<file path="config.mk">
export PLATFORM = sky130hd
export DESIGN_NAME = bus_unhang_ctrl
export DESIGN_NICKNAME = d
export VERILOG_FILES = /design/src/rtl/bus_unhang_pkg.sv /design/src/rtl/stuck_timer.sv /design/src/rtl/phase_timer.sv /design/src/rtl/bus_unhang_ctrl.sv
export SDC_FILE = /design/constraint.sdc
export NUM_CORES = 1
export LEC_CHECK = 0
export ABC_AREA = 1
export BUFFER_PORTS_ARGS = -buffer_cell sky130_fd_sc_hd__buf_2
export CAP_MARGIN = 25
export CELL_PAD_IN_SITES_DETAIL_PLACEMENT = 0
export CELL_PAD_IN_SITES_GLOBAL_PLACEMENT = 1
export CORE_UTILIZATION = 25
export CTS_CLUSTER_DIAMETER = 30
export DETAILED_ROUTE_END_ITERATION = 10
export PLACE_DENSITY_LB_ADDON = 0.15
export SLEW_MARGIN = 20
export SYNTH_ARGS = -nofsm -noshare
export SYNTH_HDL_FRONTEND = slang
export SYNTH_SLANG_ARGS = --single-unit
</file>
<file path="constraint.sdc">
create_clock -name clk -period 2.1 [get_ports clk]
set_clock_uncertainty 0.1 [all_clocks]
set_input_delay 0.105 -clock clk [delete_from_list [all_inputs] [get_ports clk]]
set_output_delay 0.105 -clock clk [all_outputs]
set_load 0.03 [all_outputs]
</file>
<file path="src/rtl/bus_unhang_pkg.sv">
package bus_unhang_pkg;

  typedef enum logic [2:0] {
    STAT_IDLE      = 3'd0,
    STAT_RECOVERING = 3'd1,
    STAT_RECOVERED = 3'd2,
    STAT_SCL_STUCK = 3'd3,
    STAT_SDA_FAIL  = 3'd4
  } status_e;

  typedef enum logic [3:0] {
    FS_IDLE,
    FS_PULSE_LO,
    FS_PULSE_HI,
    FS_STOP_A,
    FS_STOP_B,
    FS_STOP_C,
    FS_DONE,
    FS_SCL_ERR,
    FS_SDA_ERR
  } fsm_e;

  function automatic status_e fsm_status(input fsm_e st);
    case (st)
      FS_IDLE:    fsm_status = STAT_IDLE;
      FS_DONE:    fsm_status = STAT_RECOVERED;
      FS_SCL_ERR: fsm_status = STAT_SCL_STUCK;
      FS_SDA_ERR: fsm_status = STAT_SDA_FAIL;
      default:    fsm_status = STAT_RECOVERING;
    endcase
  endfunction

endpackage

</file>
<file path="src/rtl/stuck_timer.sv">
module stuck_timer #(
  parameter int TO_W = 16
) (
  input  logic            clk,
  input  logic            rst_n,
  input  logic            arm,
  input  logic [TO_W-1:0] limit,
  output logic            hit
);

  logic [TO_W-1:0] cnt_q, cnt_d;

  assign hit = arm && (cnt_q == limit - 1'b1);

  always_comb begin
    cnt_d = cnt_q;
    if (!arm || hit) cnt_d = '0;
    else             cnt_d = cnt_q + 1'b1;
  end

  always_ff @(posedge clk or negedge rst_n) begin
    if (!rst_n) cnt_q <= '0;
    else        cnt_q <= cnt_d;
  end

endmodule

</file>
<file path="src/rtl/phase_timer.sv">
module phase_timer #(
  parameter int HP_W = 12
) (
  input  logic            clk,
  input  logic            rst_n,
  input  logic            run,
  input  logic [HP_W-1:0] len,
  output logic            done
);

  logic [HP_W-1:0] cnt_q, cnt_d;

  assign done = run && (cnt_q == len - 1'b1);

  always_comb begin
    cnt_d = cnt_q;
    if (!run || done) cnt_d = '0;
    else              cnt_d = cnt_q + 1'b1;
  end

  always_ff @(posedge clk or negedge rst_n) begin
    if (!rst_n) cnt_q <= '0;
    else        cnt_q <= cnt_d;
  end

endmodule

</file>
<file path="src/rtl/bus_unhang_ctrl.sv">
module bus_unhang_ctrl
  import bus_unhang_pkg::*;
#(
  parameter int TO_W       = 16,
  parameter int HP_W       = 12,
  parameter int MAX_PULSES = 9
) (
  input  logic            clk,
  input  logic            rst_n,
  input  logic            host_idle,
  input  logic            clr_status,
  input  logic            scl_in,
  input  logic            sda_in,
  input  logic [TO_W-1:0] stuck_limit,
  input  logic [HP_W-1:0] half_period,
  output logic            scl_pull,
  output logic            sda_pull,
  output logic [2:0]      status
);

  localparam int PC_W = $clog2(MAX_PULSES + 1);
  localparam logic [PC_W-1:0] LAST_PULSE = PC_W'(MAX_PULSES - 1);
  localparam int N_WATCH = 2;

  fsm_e            state_q, state_d;
  logic [PC_W-1:0] pulses_q, pulses_d;
  logic            scl_pull_q, sda_pull_q;
  logic [N_WATCH-1:0] watch_arm, watch_hit;
  logic            ph_run, ph_done;

  // index 0: SCL low, index 1: SDA low with SCL high
  assign watch_arm[0] = (state_q == FS_IDLE) && host_idle && !scl_in;
  assign watch_arm[1] = (state_q == FS_IDLE) && host_idle && scl_in && !sda_in;

  for (genvar g = 0; g < N_WATCH; g++) begin : g_watch
    stuck_timer #(.TO_W(TO_W)) u_timer (
      .clk   (clk),
      .rst_n (rst_n),
      .arm   (watch_arm[g]),
      .limit (stuck_limit),
      .hit   (watch_hit[g])
    );
  end

  assign ph_run = (state_q == FS_PULSE_LO) || (state_q == FS_PULSE_HI) ||
                  (state_q == FS_STOP_A)   || (state_q == FS_STOP_B)   ||
                  (state_q == FS_STOP_C);

  phase_timer #(.HP_W(HP_W)) u_phase (
    .clk   (clk),
    .rst_n (rst_n),
    .run   (ph_run),
    .len   (half_period),
    .done  (ph_done)
  );

  always_comb begin
    state_d  = state_q;
    pulses_d = pulses_q;
    case (state_q)
      FS_IDLE: begin
        pulses_d = '0;
        if (watch_hit[0])      state_d = FS_SCL_ERR;
        else if (watch_hit[1]) state_d = FS_PULSE_LO;
      end
      FS_PULSE_LO: if (ph_done) state_d = FS_PULSE_HI;
      FS_PULSE_HI: begin
        if (ph_done) begin
          pulses_d = pulses_q + 1'b1;
          if (sda_in)                     state_d = FS_STOP_A;
          else if (pulses_q == LAST_PULSE) state_d = FS_SDA_ERR;
          else                            state_d = FS_PULSE_LO;
        end
      end
      FS_STOP_A: if (ph_done) state_d = FS_STOP_B;
      FS_STOP_B: if (ph_done) state_d = FS_STOP_C;
      FS_STOP_C: if (ph_done) state_d = FS_DONE;
      FS_DONE, FS_SCL_ERR, FS_SDA_ERR: if (clr_status) state_d = FS_IDLE;
      default: state_d = FS_IDLE;
    endcase
  end

  always_ff @(posedge clk or negedge rst_n) begin
    if (!rst_n) begin
      state_q    <= FS_IDLE;
      pulses_q   <= '0;
      scl_pull_q <= 1'b0;
      sda_pull_q <= 1'b0;
    end else begin
      state_q    <= state_d;
      pulses_q   <= pulses_d;
      scl_pull_q <= (state_d == FS_PULSE_LO) || (state_d == FS_STOP_A);
      sda_pull_q <= (state_d == FS_STOP_A) || (state_d == FS_STOP_B);
    end
  end

  assign scl_pull = scl_pull_q;
  assign sda_pull = sda_pull_q;
  assign status   = fsm_status(state_q);

endmodule

</file>
==> impl_metrics.py, run 1 <==
metrics = {
    "grt": {
        "grt_pass1_wl_mm": 19.6,
        "grt_pass1_vias": 4170,
        "overflow": 0,
        "grt_max_degree": 32,
        "grt_usage_pct": 13.9,
        "antenna_found_initial": 0,
    },
    "worst_setup_path": {
        "r2r-end": "sda_pull",
        "r2r_cells": 15,
        "crit_required_ns": 2.24,
        "slowest_stage": "dfrtp_1",
        "crit_family": "simple AND/OR/NAND/NOR gates",
        "crit_path_end_kind": "register",
        "reg2reg_from": "g_watch[1].u_timer.cnt_q[1]",
        "path_max_fanout": 3,
        "cp.arrival_ns": 2.17,
        "rrSetupSlack_ns": 0.07,
        "start_kind": "register",
        "cpPeakStageDelay_ns": 0.38,
        "worst-setup-path-type": "register to register",
        "critPathBufInv": 2,
        "crit_chain": "buf_4 > xnor2_1 > nor2_1 > nand3_1 > nor2_1 > nand2_1 > nor2_1 > nand2_1 > nor2_2 > nand4_1 > nand2_2 > inv_2 > nand2_2 > nand3_1 > nand2_1",
    },
    "drt": {
        "wire_per_inst_um": 11.9,
        "dr.first_iter.drc_count": 142,
        "detail-route-antenna-nets": 0,
        "drt_wl_total_mm": 11.5,
        "drc": 0,
        "first_pass_iters": 4,
        "vias_per_cell": 4.30,
        "route.vias.total": 4173,
    },
    "timing": {
        "rsz0062_at_grt": "true",
        "tightest_slew_ns": 0.611,
        "slew_headroom_pct": 59.3,
        "worst_slack_ns": 0.0744,
        "min_period_ns": 2.03,
        "max_freq_mhz": 494,
        "tns_ns": 0,
        "finalCritPeriodShare_pct": 96.5,
        "slew_violations": 0,
        "finalHoldViolCount": 0,
        "setup_violations": 0,
    },
    "cells_and_area": {
        "drive_gt1_share_pct": 23.6,
        "num_antenna_cells": 0,
        "utilization_pct": 33.0,
        "fin_nets": 790,
        "register_area_um2": 1350,
        "fin_cells": 970,
        "fillers": 1881,
        "multi_input_comb_area_um2": 2670,
        "area_delta_synth_final_pct": 28.5,
    },
    "placed_design": {
        "placed_cells": 951,
        "gp_congestion": 0.837,
        "io_buffer_count": 38,
        "place_ws_ns": -0.191,
        "dpl.hpwl_mm": 9.52,
    },
    "clocking": {
        "cts.path.max_buffers": 2,
        "numClockSinks": 54,
        "cts_buffers": 5,
        "htree_levels": 2,
        "cts_tree": "done",
        "clock_latency_ns": 0.31,
        "root_buffer": "clkbuf_16",
        "clk_pin_slew_ns": 0.07,
    },
    "logic_synthesis": {
        "yosysSeqAreaShare_pct": 31.6,
        "synth_area_leader_cell": "dfrtp_1",
        "netlist_top_cells_count": "160 x nand2_1, 102 x nor2_1, 90 x inv_1, 82 x nand3_1, 54 x dfrtp_1",
        "synth-edff-count": 0,
        "synthDistinctLibCells": 34,
        "async_flop_share_pct": 100,
        "avgSynthCellArea_um2": 6.60,
        "synth_top_area_share_pct": 31.6,
        "synth_nets": 689,
        "synth_ff_type": "dfrtp_1",
        "netlist_area_um2": 4280,
        "synth_area_leaders": "dfrtp_1 32%, nand2_1 14%, nand3_1 9.6%, nor2_1 9.0%, inv_1 7.9%",
        "yosysWarnings": 0,
        "synth_most_common_cell": "nand2_1",
        "ys_seq_elements": 54,
        "netlist_instances": 648,
    },
    "pwr": {
        "finalPower_w": 0.00226,
        "power.leakage_nw": 2.65,
        "pwr_density_cell_nw_per_um2": 412,
        "vdd_drop_max_v": 0.000267,
    },
    "floorplan": {
        "dieWidth_um": 133,
        "die_h_um": 133,
        "ios": 39,
        "initial_core_util_pct": 25.7,
        "die_area_um2": 17600,
        "row_count": 47,
        "fp.coreArea_um2": 16600,
    },
    "worst_hold_path": {
        "hold_end": "state_q[3]",
        "hold_class": "primary input to register",
        "min_delay_path_depth": 4,
        "min_from": "clr_status",
    },
    "run_status": {
        "status": "finished clean",
    },
    "job": {
        "drv_cap": 0,
    },
}
where the power goes:
part	internal (W)	switching, W
clock	0.000481	0.000424
combinational	0.000124	0.000190
sequential	0.00104	0.00000202
layer usage:
layer / global-route usage [%] / vias up / share of wire (%)
met5: 0 / - / 0
met4: 3.32 / 0 / 1.2
met3: 2.80 / 12 / 3.2
met2: 23.1 / 49 / 45
met1: 18.4 / 1851 / 51
li1: - / 2261 / -
layout make-up:
| cell class | instances | share of cell area [%] |
|---|---|---|
| Clock inverter | 2 | 0.296 |
| Clock buffer | 6 | 2.53 |
| Multi-Input combinational cell | 497 | 48.5 |
| Tap cell | 220 | 5.01 |
| Timing Repair Buffer | 98 | 12.7 |
| Sequential cell | 54 | 24.6 |
| Inverter | 93 | 6.35 |
tightest hold or removal path: stages:
cell,delay [ns]
buf_2,0.07
inv_1,0.06
nand3_1,0.09
nand2_1,0.07
layout by cell type (no fill, tap or decap), types with 12 or more instances in the layout:
master and n:
buf_2 38, buf_4 54, dfrtp_1 53, inv_1 87, nand2_1 155, nand2_2 14, nand3_1 78, nor2_1 93
nor2_2 19, nor3b_1 12, xor2_1 20
stage by stage:
stage                     instance area (um^2)  hold slack (ns)
after floorplan                           4280           -0.291
after global placement                    5130           0.0540
after detailed placement                  5130           0.0577
after CTS                                 5310           0.0155
after global routing                      5500           0.0655
final                                     5500           0.0347
worst max-delay path by stage:
stage                                     start                           end  slack [ns]  cells after the start
finish              g_watch[1].u_timer.cnt_q[1]                      sda_pull        0.07                     15
global route        g_watch[0].u_timer.cnt_q[4]  g_watch[0].u_timer.cnt_q[15]       -0.12                     11
CTS                 g_watch[0].u_timer.cnt_q[1]  g_watch[0].u_timer.cnt_q[14]       0.006                     12
detailed placement               stuck_limit[0]                      sda_pull       -0.19                     16
global placement                 stuck_limit[5]                      sda_pull       -0.19                     16
floorplan           g_watch[0].u_timer.cnt_q[0]  g_watch[0].u_timer.cnt_q[14]        0.10                     11
repair_timing:
action,in CTS,in global routing
setup endpoints to repair,2,16
buffers inserted,0,10
hold buffers,1,0
pin swaps,1,13
hold endpoints to repair,23,0
resized for setup,2,33
cell families after synthesis:
| kind of cell | share of synthesized area, % |
|---|---|
| flip-flops | 31.6 |
| AND/OR/NAND/NOR | 47.6 |
| buffers and inverters | 8.75 |
| AO/OA/AOI/OAI | 3.83 |
| XOR/XNOR | 6.14 |
| adder cells (fa/ha/maj) | 2.05 |
state kept, by name (all words and copies together) (netlist names):
register	flops
pulses_q	4
state_q	4
scl_pull	1
sda_pull	1
g_watch.u_timer.cnt_q	32
u_phase.cnt_q	12
No activity file was read; power rests on OpenSTA's default activity.
==> run 2, diff against run 1 <==
--- a/config.mk
+++ b/config.mk
@@ -13,6 +13,7 @@
 export CORE_UTILIZATION = 25
 export CTS_CLUSTER_DIAMETER = 30
 export DETAILED_ROUTE_END_ITERATION = 10
+export MAX_ROUTING_LAYER = met4
 export PLACE_DENSITY_LB_ADDON = 0.15
 export SLEW_MARGIN = 20
 export SYNTH_ARGS = -nofsm -noshare
==> impl_metrics.py, run 2 (synthesized netlist as in run 1, its figures left out) <==
metrics = {
    "drt": {
        "drc": 0,
        "detail-route-antenna-nets": 0,
        "route.vias.total": 4183,
        "dr.first_iter.drc_count": 143,
        "vias_per_cell": 4.31,
        "drt_wl_total_mm": 11.5,
        "wire_per_inst_um": 11.9,
        "first_pass_iters": 4,
    },
    "clocking": {
        "cts_buffers": 5,
        "clk_pin_slew_ns": 0.07,
        "cts_tree": "done",
        "root_buffer": "clkbuf_16",
        "clock_latency_ns": 0.31,
        "numClockSinks": 54,
        "cts.path.max_buffers": 2,
        "htree_levels": 2,
    },
    "worst_setup_path": {
        "r2r_cells": 15,
        "critPathBufInv": 2,
        "crit_family": "simple AND/OR/NAND/NOR gates",
        "worst-setup-path-type": "register to register",
        "start_kind": "register",
        "crit_chain": "buf_4 > xnor2_1 > nor2_1 > nand3_1 > nor2_1 > nand2_1 > nor2_1 > nand2_1 > nor2_2 > nand4_1 > nand2_2 > inv_2 > nand2_2 > nand3_1 > nand2_1",
        "crit_end": "sda_pull",
        "crit_required_ns": 2.24,
        "cp.depth": 15,
        "reg2reg_from": "g_watch[1].u_timer.cnt_q[1]",
        "crit_path_end_kind": "register",
        "r2r-end": "sda_pull",
        "crit_start": "g_watch[1].u_timer.cnt_q[1]",
        "cpPeakStageDelay_ns": 0.38,
        "cp.arrival_ns": 2.16,
        "rrSetupSlack_ns": 0.08,
        "slowest_stage": "dfrtp_1",
        "path_max_fanout": 3,
    },
    "run_status": {
        "status": "finished clean",
    },
    "grt": {
        "antenna_found_initial": 0,
        "overflow": 0,
        "grt_usage_pct": 14.3,
        "grt_pass1_wl_mm": 19.6,
        "grt_pass1_vias": 4172,
        "grt_max_degree": 32,
    },
    "cells_and_area": {
        "drive_gt1_share_pct": 23.6,
        "regMostFlops": "g_watch.u_timer.cnt_q",
        "multi_input_comb_area_um2": 2670,
        "area_delta_synth_final_pct": 28.5,
        "num_antenna_cells": 0,
        "stdcell_area_um2": 5500,
        "mostFrequentLayoutCells": "155 x nand2_1, 93 x nor2_1, 87 x inv_1",
        "final_common_cell": "nand2_1",
        "reg_top3": "g_watch.u_timer.cnt_q: 32 flops, u_phase.cnt_q: 12 flops",
        "fin_nets": 790,
        "fillers": 1881,
        "largest_reg_flops": 32,
        "register_area_um2": 1350,
    },
    "floorplan": {
        "die_h_um": 133,
        "initial_core_util_pct": 25.7,
        "ios": 39,
        "die_area_um2": 17600,
        "dieWidth_um": 133,
        "fp.coreArea_um2": 16600,
        "row_count": 47,
    },
    "timing": {
        "slew_violations": 0,
        "setup_violations": 0,
        "max_freq_mhz": 496,
        "finalCritPeriodShare_pct": 96.0,
        "finalHoldViolCount": 0,
        "rsz0062_at_grt": "true",
        "tightest_slew_ns": 0.611,
        "min_period_ns": 2.02,
        "slew_headroom_pct": 59.3,
    },
    "worst_hold_path": {
        "min_delay_path_depth": 4,
        "hold_class": "primary input to register",
    },
    "job": {
        "drv_cap": 0,
    },
    "placed_design": {
        "place_area_um2": 5130,
        "gp_congestion": 0.850,
        "dpl.hpwl_mm": 9.52,
        "io_buffer_count": 38,
    },
    "pwr": {
        "power.leakage_nw": 2.65,
        "finalPower_w": 0.00226,
        "vdd_drop_max_v": 0.000267,
        "pwr_density_cell_nw_per_um2": 412,
    },
}
-- run 2: cell counts in the layout (fill, tap and decap cells not counted) --
No cell type changed its count.
-- run 2: cell type report --
type / instances / share of cell area [%]
repair buffers: 98 / 12.7
inverters: 93 / 6.35
flip-flops and latches: 54 / 24.6
well taps: 220 / 5.01
multi-input cells: 497 / 48.5
clock buffers: 6 / 2.53
clock inverters: 2 / 0.296
-- run 2: worst reg2reg max path, stage by stage (launching register included) --
cell	delay (ns)
dfrtp_1	0.38
buf_4	0.15
xnor2_1	0.11
nor2_1	0.10
nand3_1	0.07
nor2_1	0.12
nand2_1	0.07
nor2_1	0.08
nand2_1	0.07
nor2_2	0.15
nand4_1	0.19
nand2_2	0.13
inv_2	0.04
nand2_2	0.06
nand3_1	0.07
nand2_1	0.07
-- run 2: how the worst min path moves through the flow --
| stage | endpoint | slack, ns | from |
|---|---|---|---|
| after global routing | state_q[3] | 0.07 | clr_status |
| after detailed placement | g_watch[1].u_timer.cnt_q[11] | 0.06 | rst_n |
| after floorplan | g_watch[0].u_timer.cnt_q[0] | -0.29 | rst_n |
| after global placement | g_watch[1].u_timer.cnt_q[11] | 0.05 | rst_n |
| final | state_q[3] | 0.03 | clr_status |
| after CTS | state_q[3] | 0.02 | clr_status |
-- run 2: per-stage QoR --
stage	TNS [ns]	util, %	hold WS, ns	setup WS [ns]	instances
after global routing	-0.555	33.0	0.0656	-0.121	970
after floorplan	0	-	-0.291	0.100	648
final	0	33.0	0.0347	0.0833	970
after detailed placement	-1.71	30.9	0.0577	-0.191	951
after global placement	-2.74	30.9	0.0540	-0.186	951
after CTS	0	31.9	0.0155	0.00588	960
-- run 2: timing repair --
action                                  in CTS  in global routing
endpoints found under the setup margin       2                 16
endpoints found under the hold margin       23                  0
gates cloned                                 0                  0
setup buffers                                0                 10
gates resized for setup                      2                 33
pin swaps                                    1                 13
hold buffers                                 1                  0
-- run 2: power by group --
group          internal (W)  leakage (nW)  switching, W
logic              0.000124          1.83      0.000190
registers           0.00104         0.752    0.00000202
clock network      0.000481        0.0735      0.000425
total               0.00165          2.65      0.000617
-- run 2: routing by layer --
layer  track usage (%)  share of wire (%)  vias to the layer above
met5                 -                  0                        -
met1              18.4                 51                     1858
met4              3.32                1.2                        0
li1                  -                  -                     2264
met2              23.1                 45                       49
met3              2.72                3.1                       12
